$ cat src/rtl/iowr_pkg.sv
package iowr_pkg;

    localparam int ADDR_W = 2;
    localparam int DATA_W = 8;
    localparam int WORD_W = ADDR_W + DATA_W;

    // bus clocks spent in each phase of one write cycle
    localparam int SETUP_CLKS  = 1;
    localparam int STROBE_CLKS = 3;
    localparam int RECOV_CLKS  = 1;
    localparam int PH_CNT_W    = 2;

    typedef enum logic [1:0] {
        PH_IDLE   = 2'd0,
        PH_SETUP  = 2'd1,
        PH_STROBE = 2'd2,
        PH_RECOV  = 2'd3
    } phase_e;

    typedef struct packed {
        logic [ADDR_W-1:0] addr;
        logic [DATA_W-1:0] data;
    } wr_req_t;

    function automatic wr_req_t unpack_word(input logic [WORD_W-1:0] w);
        wr_req_t r;
        r.addr = w[WORD_W-1:DATA_W];
        r.data = w[DATA_W-1:0];
        return r;
    endfunction

    function automatic logic [PH_CNT_W-1:0] phase_last(input phase_e ph);
        case (ph)
            PH_SETUP:  return PH_CNT_W'(SETUP_CLKS - 1);
            PH_STROBE: return PH_CNT_W'(STROBE_CLKS - 1);
            PH_RECOV:  return PH_CNT_W'(RECOV_CLKS - 1);
            default:   return '0;
        endcase
    endfunction

    function automatic phase_e phase_next(input phase_e ph);
        case (ph)
            PH_SETUP:  return PH_STROBE;
            PH_STROBE: return PH_RECOV;
            default:   return PH_IDLE;
        endcase
    endfunction

endpackage

$ cat src/rtl/iowr_tick_div.sv
module iowr_tick_div #(
    parameter int DIV_W = 8
) (
    input  logic             clk,
    input  logic             rst,
    input  logic             run,
    input  logic [DIV_W-1:0] limit,   // already normalised to >= 1
    output logic             tick
);
    logic [DIV_W-1:0] count;

    assign tick = run && (count == limit - DIV_W'(1));

    always_ff @(posedge clk) begin
        if (rst || !run || tick) begin
            count <= '0;
        end else begin
            count <= count + DIV_W'(1);
        end
    end
endmodule

$ cat src/rtl/iowr_phase_seq.sv
module iowr_phase_seq
    import iowr_pkg::*;
(
    input  logic   clk,
    input  logic   rst,
    input  logic   start,
    input  logic   tick,
    output phase_e phase,
    output logic   done
);
    logic [PH_CNT_W-1:0] bclk;
    logic                last;

    assign last = tick && (bclk == phase_last(phase));

    always_ff @(posedge clk) begin
        if (rst) begin
            phase <= PH_IDLE;
            bclk  <= '0;
            done  <= 1'b0;
        end else begin
            done <= (phase == PH_RECOV) && last;
            if (phase == PH_IDLE) begin
                bclk <= '0;
                if (start) begin
                    phase <= PH_SETUP;
                end
            end else if (last) begin
                bclk  <= '0;
                phase <= phase_next(phase);
            end else if (tick) begin
                bclk <= bclk + PH_CNT_W'(1);
            end
        end
    end
endmodule

$ cat src/rtl/iowr_req_hold.sv
module iowr_req_hold
    import iowr_pkg::*;
#(
    parameter int DIV_W = 8
) (
    input  logic              clk,
    input  logic              rst,
    input  logic              take,
    input  logic [WORD_W-1:0] word,
    input  logic [DIV_W-1:0]  div_in,
    output wr_req_t           req,
    output logic [DIV_W-1:0]  div_eff
);
    always_ff @(posedge clk) begin
        if (rst) begin
            req     <= '0;
            div_eff <= DIV_W'(1);
        end else if (take) begin
            req     <= unpack_word(word);
            div_eff <= (div_in == '0) ? DIV_W'(1) : div_in;
        end
    end
endmodule

$ cat src/rtl/iowr_cycle_gen.sv
module iowr_cycle_gen
    import iowr_pkg::*;
#(
    parameter int DIV_W = 8
) (
    input  logic              clk,
    input  logic              rst,
    input  logic [DIV_W-1:0]  div_ticks,
    input  logic              req_valid,
    input  logic [WORD_W-1:0] req_word,
    output logic              req_ready,
    output logic [ADDR_W-1:0] bus_addr,
    output logic [DATA_W-1:0] bus_data,
    output logic              bus_wr_n,
    output logic              done
);
    phase_e           phase;
    wr_req_t          held;
    logic [DIV_W-1:0] div_eff;
    logic             take;
    logic             tick;

    assign req_ready = (phase == PH_IDLE);
    assign take      = req_valid && req_ready;

    iowr_req_hold #(.DIV_W(DIV_W)) u_hold (
        .clk(clk), .rst(rst), .take(take), .word(req_word),
        .div_in(div_ticks), .req(held), .div_eff(div_eff)
    );

    iowr_tick_div #(.DIV_W(DIV_W)) u_div (
        .clk(clk), .rst(rst), .run(phase != PH_IDLE),
        .limit(div_eff), .tick(tick)
    );

    iowr_phase_seq u_seq (
        .clk(clk), .rst(rst), .start(take), .tick(tick),
        .phase(phase), .done(done)
    );

    assign bus_addr = held.addr;
    assign bus_data = held.data;
    assign bus_wr_n = (phase != PH_STROBE);
endmodule

$ cat config.mk
export PLATFORM = sky130hd
export DESIGN_NAME = iowr_cycle_gen
export DESIGN_NICKNAME = d
export VERILOG_FILES = /design/src/rtl/iowr_pkg.sv /design/src/rtl/iowr_tick_div.sv /design/src/rtl/iowr_phase_seq.sv /design/src/rtl/iowr_req_hold.sv /design/src/rtl/iowr_cycle_gen.sv
export SDC_FILE = /design/constraint.sdc
export NUM_CORES = 1
export LEC_CHECK = 0
export ABC_AREA = 1
export ABC_CLOCK_PERIOD_IN_PS = 2800
export CAP_MARGIN = 40
export CORE_MARGIN = 5
export CORE_UTILIZATION = 41
export CTS_BUF_LIST = sky130_fd_sc_hd__clkbuf_4
export DETAILED_ROUTE_END_ITERATION = 8
export DONT_BUFFER_PORTS = 1
export SLEW_MARGIN = 20
export SYNTH_ARGS = -nofsm -noshare
export SYNTH_HDL_FRONTEND = slang
export SYNTH_HIERARCHICAL = 1
export SYNTH_SLANG_ARGS = --single-unit
$ cat constraint.sdc
create_clock -name clk -period 2.8 [get_ports clk]
set_clock_uncertainty 0.05 [all_clocks]
set_input_delay 0.14 -clock clk [delete_from_list [all_inputs] [get_ports clk]]
set_output_delay 0.14 -clock clk [all_outputs]
set_load 0.005 [all_outputs]
## Yosys cells after proc, flatten, opt, wreduce, memory -nomap -nowiden

Index checks and enable logic that the tools add are counted.

| cells by class | value |
|---|---|
| add/sub/neg operators | 3 |
| multiply operators | 0 |
| div/mod/pow operators | 0 |
| order comparisons | 0 |
| equal/unequal tests | 7 |
| shift-type cells | 0 |
| muxes and demuxes | 6 |
| bitwise operators | 0 |
| reduce and logical (&&, ||, !) cells | 13 |

Operator list:

| operator | count |
|---|---|
| adder 8 x 1 -> 8 bit, second input constant | 1 |
| equality test 8 bit | 1 |
| zero test 8 bit | 1 |
| 2-to-1 mux 2 bit | 4 |
| 2-to-1 mux 8 bit | 1 |
| subtractor 8 x 1 -> 8 bit, second input constant | 1 |
| equality test 2 bit, second input constant | 2 |
| logical AND 1 bit | 4 |
| one-hot mux 2 bit (2 select lines) | 1 |
| nonzero test 2 bit | 2 |
| OR reduction 3 bit | 1 |
| adder 2 x 1 -> 2 bit, second input constant | 1 |
| equality test 2 x 1 -> 1 bit, second input constant | 1 |
| equality test 2 bit | 1 |
| zero test 2 bit | 1 |
| logical OR 1 bit | 2 |
| inequality test 2 x 1 -> 1 bit, second input constant | 1 |
| inequality test 2 bit, second input constant | 1 |
| AND reduction 2 bit | 1 |
| zero test 1 bit | 1 |

| word-level totals | value |
|---|---|
| register bits after elaboration | 31 |
| bits in latches | 0 |
| RAM bits | 0 |
| memory bits (read-only) | 0 |
| input port bits | 21 |
| output and inout port bits | 13 |
| word-level logic and storage cells | 36 |
| memories kept | 0 |

## Longest topological paths before layout

| logic depth | value |
|---|---|
| word-level depth | 6 |
| depth in mapped cells | 18 |
| gate-level depth less buffers | 18 |

## By module

The synthesis kept the hierarchy.

By module, submodules not included:

| module | instances | cells an instance | area an instance (um2) |
|---|---|---|---|
| iowr_req_hold | 1 | 85 | 710.7 |
| iowr_tick_div | 1 | 92 | 608.1 |
| iowr_phase_seq | 1 | 43 | 299.0 |
| iowr_cycle_gen | 1 | 7 | 31.3 |

## Worst setup path before layout

No wires, ideal clock.

| path | value |
|---|---|
| kind | reg2reg |
| start point | reg u_hold.div_eff[0] |
| end point | reg u_seq.phase[1] |
| setup time | 115 ps |
| arrival | 1688 ps |
| slack | 947 ps |
| stages on the path, launching flop included | 16 |
| buffers on the path | 0 |
| period minus slack after synthesis | 1853 ps |
| path through | dfxtp_1 inv_1 ha_1 xnor2_1 nor2_1 nand2_1 nor2_1 nand3_2 inv_1 inv_2 nor2_4 nand3_2 nand2_2 nand3_1 nand2_1 nor2_1 |

| between the ends | value |
|---|---|
| cells in the longest elaborated chain, start to end | 6 |

RTL lines:

| element | line | RTL |
|---|---|---|
| start, declared | iowr_req_hold.sv:12 | `output logic [DIV_W-1:0] div_eff` |
| start signal, assigned | iowr_req_hold.sv:20 | `div_eff <= (div_in == '0) ? DIV_W'(1) : div_in;` |
| subtractor 8 x 1 -> 8 bit | iowr_tick_div.sv:12 | `assign tick = run && (count == limit - DIV_W'(1));` |
| equality test 8 bit | iowr_tick_div.sv:12 |  |
| logical AND 1 bit | iowr_tick_div.sv:12 |  |
| via tick | iowr_cycle_gen.sv:21 | `logic tick;` |
| logical AND 1 bit | iowr_phase_seq.sv:14 | `assign last = tick && (bclk == phase_last(phase));` |
| nonzero test 2 bit (no line) | n/a |  |
| AND reduction 2 bit (no line) | n/a |  |
| end signal, assigned | iowr_phase_seq.sv:30 | `phase <= phase_next(phase);` |
| end, declared | iowr_phase_seq.sv:8 | `output phase_e phase,` |

The timed path passes the listed nets, and every way through them passes these cells.
A chain may end at the register's enable or synchronous reset.

## Worst setup path after layout

| path | value |
|---|---|
| start point | reg u_seq.phase[1] |
| end point | reg u_hold/req[2] (netlist bit) |

| between the ends | value |
|---|---|
| cells in the longest elaborated chain, start to end | 2 |

RTL lines:

| element | line | RTL |
|---|---|---|
| zero test 2 bit | iowr_cycle_gen.sv:23 | `assign req_ready = (phase == PH_IDLE);` |
| logical AND 1 bit | iowr_cycle_gen.sv:24 | `assign take = req_valid && req_ready;` |
| via take | iowr_cycle_gen.sv:20 | `logic take;` |
| end signal, assigned | iowr_req_hold.sv:19 | `req <= unpack_word(word);` |
| end, declared | iowr_req_hold.sv:11 | `output wr_req_t req,` |

The timed path passes the listed nets, and every way through them passes these cells.

==> out/results.txt <==
Crit path launch type - flop
P_leak - 0.809 nW
Status - completed
Commonest cells post-synth - 70 x nand2_1, 31 x dfxtp_1, 25 x inv_1, 22 x nor2_1, 11 x a21oi_1
Layout cells sized above 1 - 14.4%
CTS Buf Count - 5
Slowest cell on crit path - dlygate4sd3_1
CTS tree - built
Cts hold-fix bufs - 19
ANT nets after route - 0
Post-Syn Instances - 227
Post-CTS Setup Inserts - 0
Syn_nets - 253
Initial DRC count - 94
Seq/Total Area, Yosys - 37.6%
Synth Area in Simple Gates - 32.0%
Vias/cell - 4.71
Type of the worst setup path - flop to flop
I/O Buffers - 0
Critical-path maximum fanout - 20
Crit. End Element - flop
First-pass GRT wire length - 5750 um
Synth Area in Compound Gates - 10.0%
Register area - 621 um2
Number of cell rows - 23
Power density over cell area - 748 nW/um2
Top post-synthesis cells by area - dfxtp_1 38%, nand2_1 16%, inv_1 5.7%
Total power - 1.43 mW
Initial DRT Pass Iterations - 4
Most common cell in the netlist - nand2_1
Cells on Worst Hold Path - 3
Hold_ws - 7.84 ps
Comb pwr share - 42.8%
Post-Synth XOR/XNOR Area - 6.37%
Largest family of logic cells by synthesized area - simple AND/OR/NAND/NOR gates
Hold worst-path end - u_div/count[1]
Final count of hold timing violations - 0
# setup viols final - 0
Met3 usage - 3.83%
Worst Path Required - 3030 ps
Area fraction of the dominant cell type after synthesis - 37.6%
Post-synthesis async set-or-reset flop share - 0%
Final worst-path cycle share - 72.6%
Clk buf depth - 2
Height of the die - 73.4 um
Placer's final routability congestion estimate - 0.807
Number of diodes - 0
CTS root buffer - clkbuf_4
DIE AREA - 5390 um2
Area taken by multi-input logic gates - 861 um2
Data arrival, critical path - 2260 ps
Mux share of post-synthesis cell area - 0%
Final nets - 276
Dominant cell type by area after synthesis - dfxtp_1
Starting Density - 41.8%
Adder-cell share of the synthesized area - 3.79%
Post-synth EDFFs - 0
Max cap viols - 0
Vias in the first global route - 1320
Post-CTS Resized - 0
Remaining DRCs - 0
Sw Share - 41.4%
Clk pwr share - 16.5%
Path depth of the worst reg2reg path - 8
Max incr delay on CP - 550 ps
Fin util - 48.6%
Yosys cell types - 29
Busiest grt layer - met2
Slew HR - 80.6%
R2r setup slk - 770 ps
Total congestion overflow - 0
Setup TNS - 0 ps
Hold Crit Class - input port to flop
Clk sinks - 31
Tot GR Track Use - 13.8%
Clk_lat worst skew - 330 ps
RSZ-0062 raised after global routing - false
Routed wire length - 3410 um
I/O Pins - 34
Yosys reg bits - 31
HP Start - rst
Fillers - 374
Clock period minus worst slack - 2030 ps
Via count - 1413
GR Util met1 - 17.2%
Ys flop type - dfxtp_1
Fmax - 0.492 GHz
Worst-Margin Slew - 291 ps
Routed wire per std cell - 11.4 um
Mean Syn Cell Area - 7.26 um2
Capturing point of the worst reg2reg path - u_hold/req[2]
P_sw - 593 uW
Yosys warnings - 6
Die W - 73.4 um
Max IR drop VDD - 0.407 mV
P&R area growth vs syn - 16.2%
Clock slew at reported path FFs - 100 ps
Flop pwr share - 40.7%
Internal power - 840 uW
Fin. max-slew vios - 0
Initial antenna violation count - 0
Met2 Resource Use GR - 22.2%
Mapped Area - 1650 um2
H-tree depth - 2
Placeable core region - 3940 um2
CP Cell Sequence - inv_1 > nand2_2 > nor2_2 > buf_4 > inv_2 > nand2_1 > a21oi_2 > dlygate4sd3_1
Largest net degree at the start of global routing - 21
Dpl hpwl - 2330 um
Worst flop-to-flop path startpoint - u_seq/phase[1]
==> layout by cell type, fill, tap and decap left out, drive strengths merged, types with 2 or more instances in the layout <==
master and n:
xor2 6, clkbuf 5, or2 2, a21oi 20, dlygate4sd3 19, xnor2 6, ha 5, nor2 27
nand2 74, nand3 11, buf 2, o21ai 4, clkinv 2, inv 30, dfxtp 31, nor3 2
==> worst max-delay path, delay by kind of cell, from the launching register on <==
family / cells / cell delay, ps
flops: 1 / 440
simple gates: 3 / 270
buf+inv: 4 / 1070
compound gates: 1 / 160
==> stage by stage <==
stage          setup slack [ps]  std cells  cell area (um2)
2_1_floorplan               947        227             1650
3_3_place_gp                849        273             1660
3_5_place_dp                822        273             1660
4_1_cts                     790        299             1900
5_1_grt                     543        300             1920
6_report                    766        300             1920
==> final cells by class <==
type	count	share of cell area (%)
clock buffers	5	1.96
clock inverters	2	0.457
inverters	30	5.88
multi-input cells	161	44.9
flip-flops and latches	31	32.4
well taps	50	3.27
repair buffers	21	11.1
==> cell families (layout without fill, tap and decap cells) <==
group                    count (synthesis)  in the layout
AND/OR/NAND/NOR                        119            119
buffers and inverters                   35             58
flip-flops                              31             31
AO/OA/AOI/OAI                           25             25
XOR/XNOR                                12             12
adder cells (fa/ha/maj)                  5              5
==> per-layer routing <==
metal	part of all wire, %	up-vias
met5	0	-
met4	1.3	0
met3	4.2	5
met2	46	29
met1	48	635
li1	-	744
==> power groups by stage <==
stage                     combinational [mW]  sequential (mW)  clock (mW)
after global placement                 0.576            0.596           0
after CTS                              0.613            0.584       0.245
final                                  0.613            0.584       0.237
after detailed placement               0.581            0.595           0
after floorplan                        0.540            0.577           0
after global routing                   0.707            0.594       0.262
==> how the worst max path moves through the flow <==
stage                     slack (ps)               from             end
after floorplan                  950  u_hold/div_eff[0]  u_seq/phase[1]
after global placement           850  u_hold/div_eff[0]  u_seq/phase[1]
after detailed placement         820  u_hold/div_eff[0]  u_seq/phase[1]
after CTS                        790  u_hold/div_eff[0]  u_seq/phase[1]
after global routing             540  u_hold/div_eff[0]  u_seq/phase[1]
final                            770     u_seq/phase[1]   u_hold/req[2]
==> registers in the layout, summed over array words and instances (netlist names) <==
signal          flops
u_hold/div_eff      8
u_hold/req         10
u_seq/done          1
u_seq/bclk          2
u_div/count         8
u_seq/phase         2
Note: power is estimated with default switching activity, not from simulation.
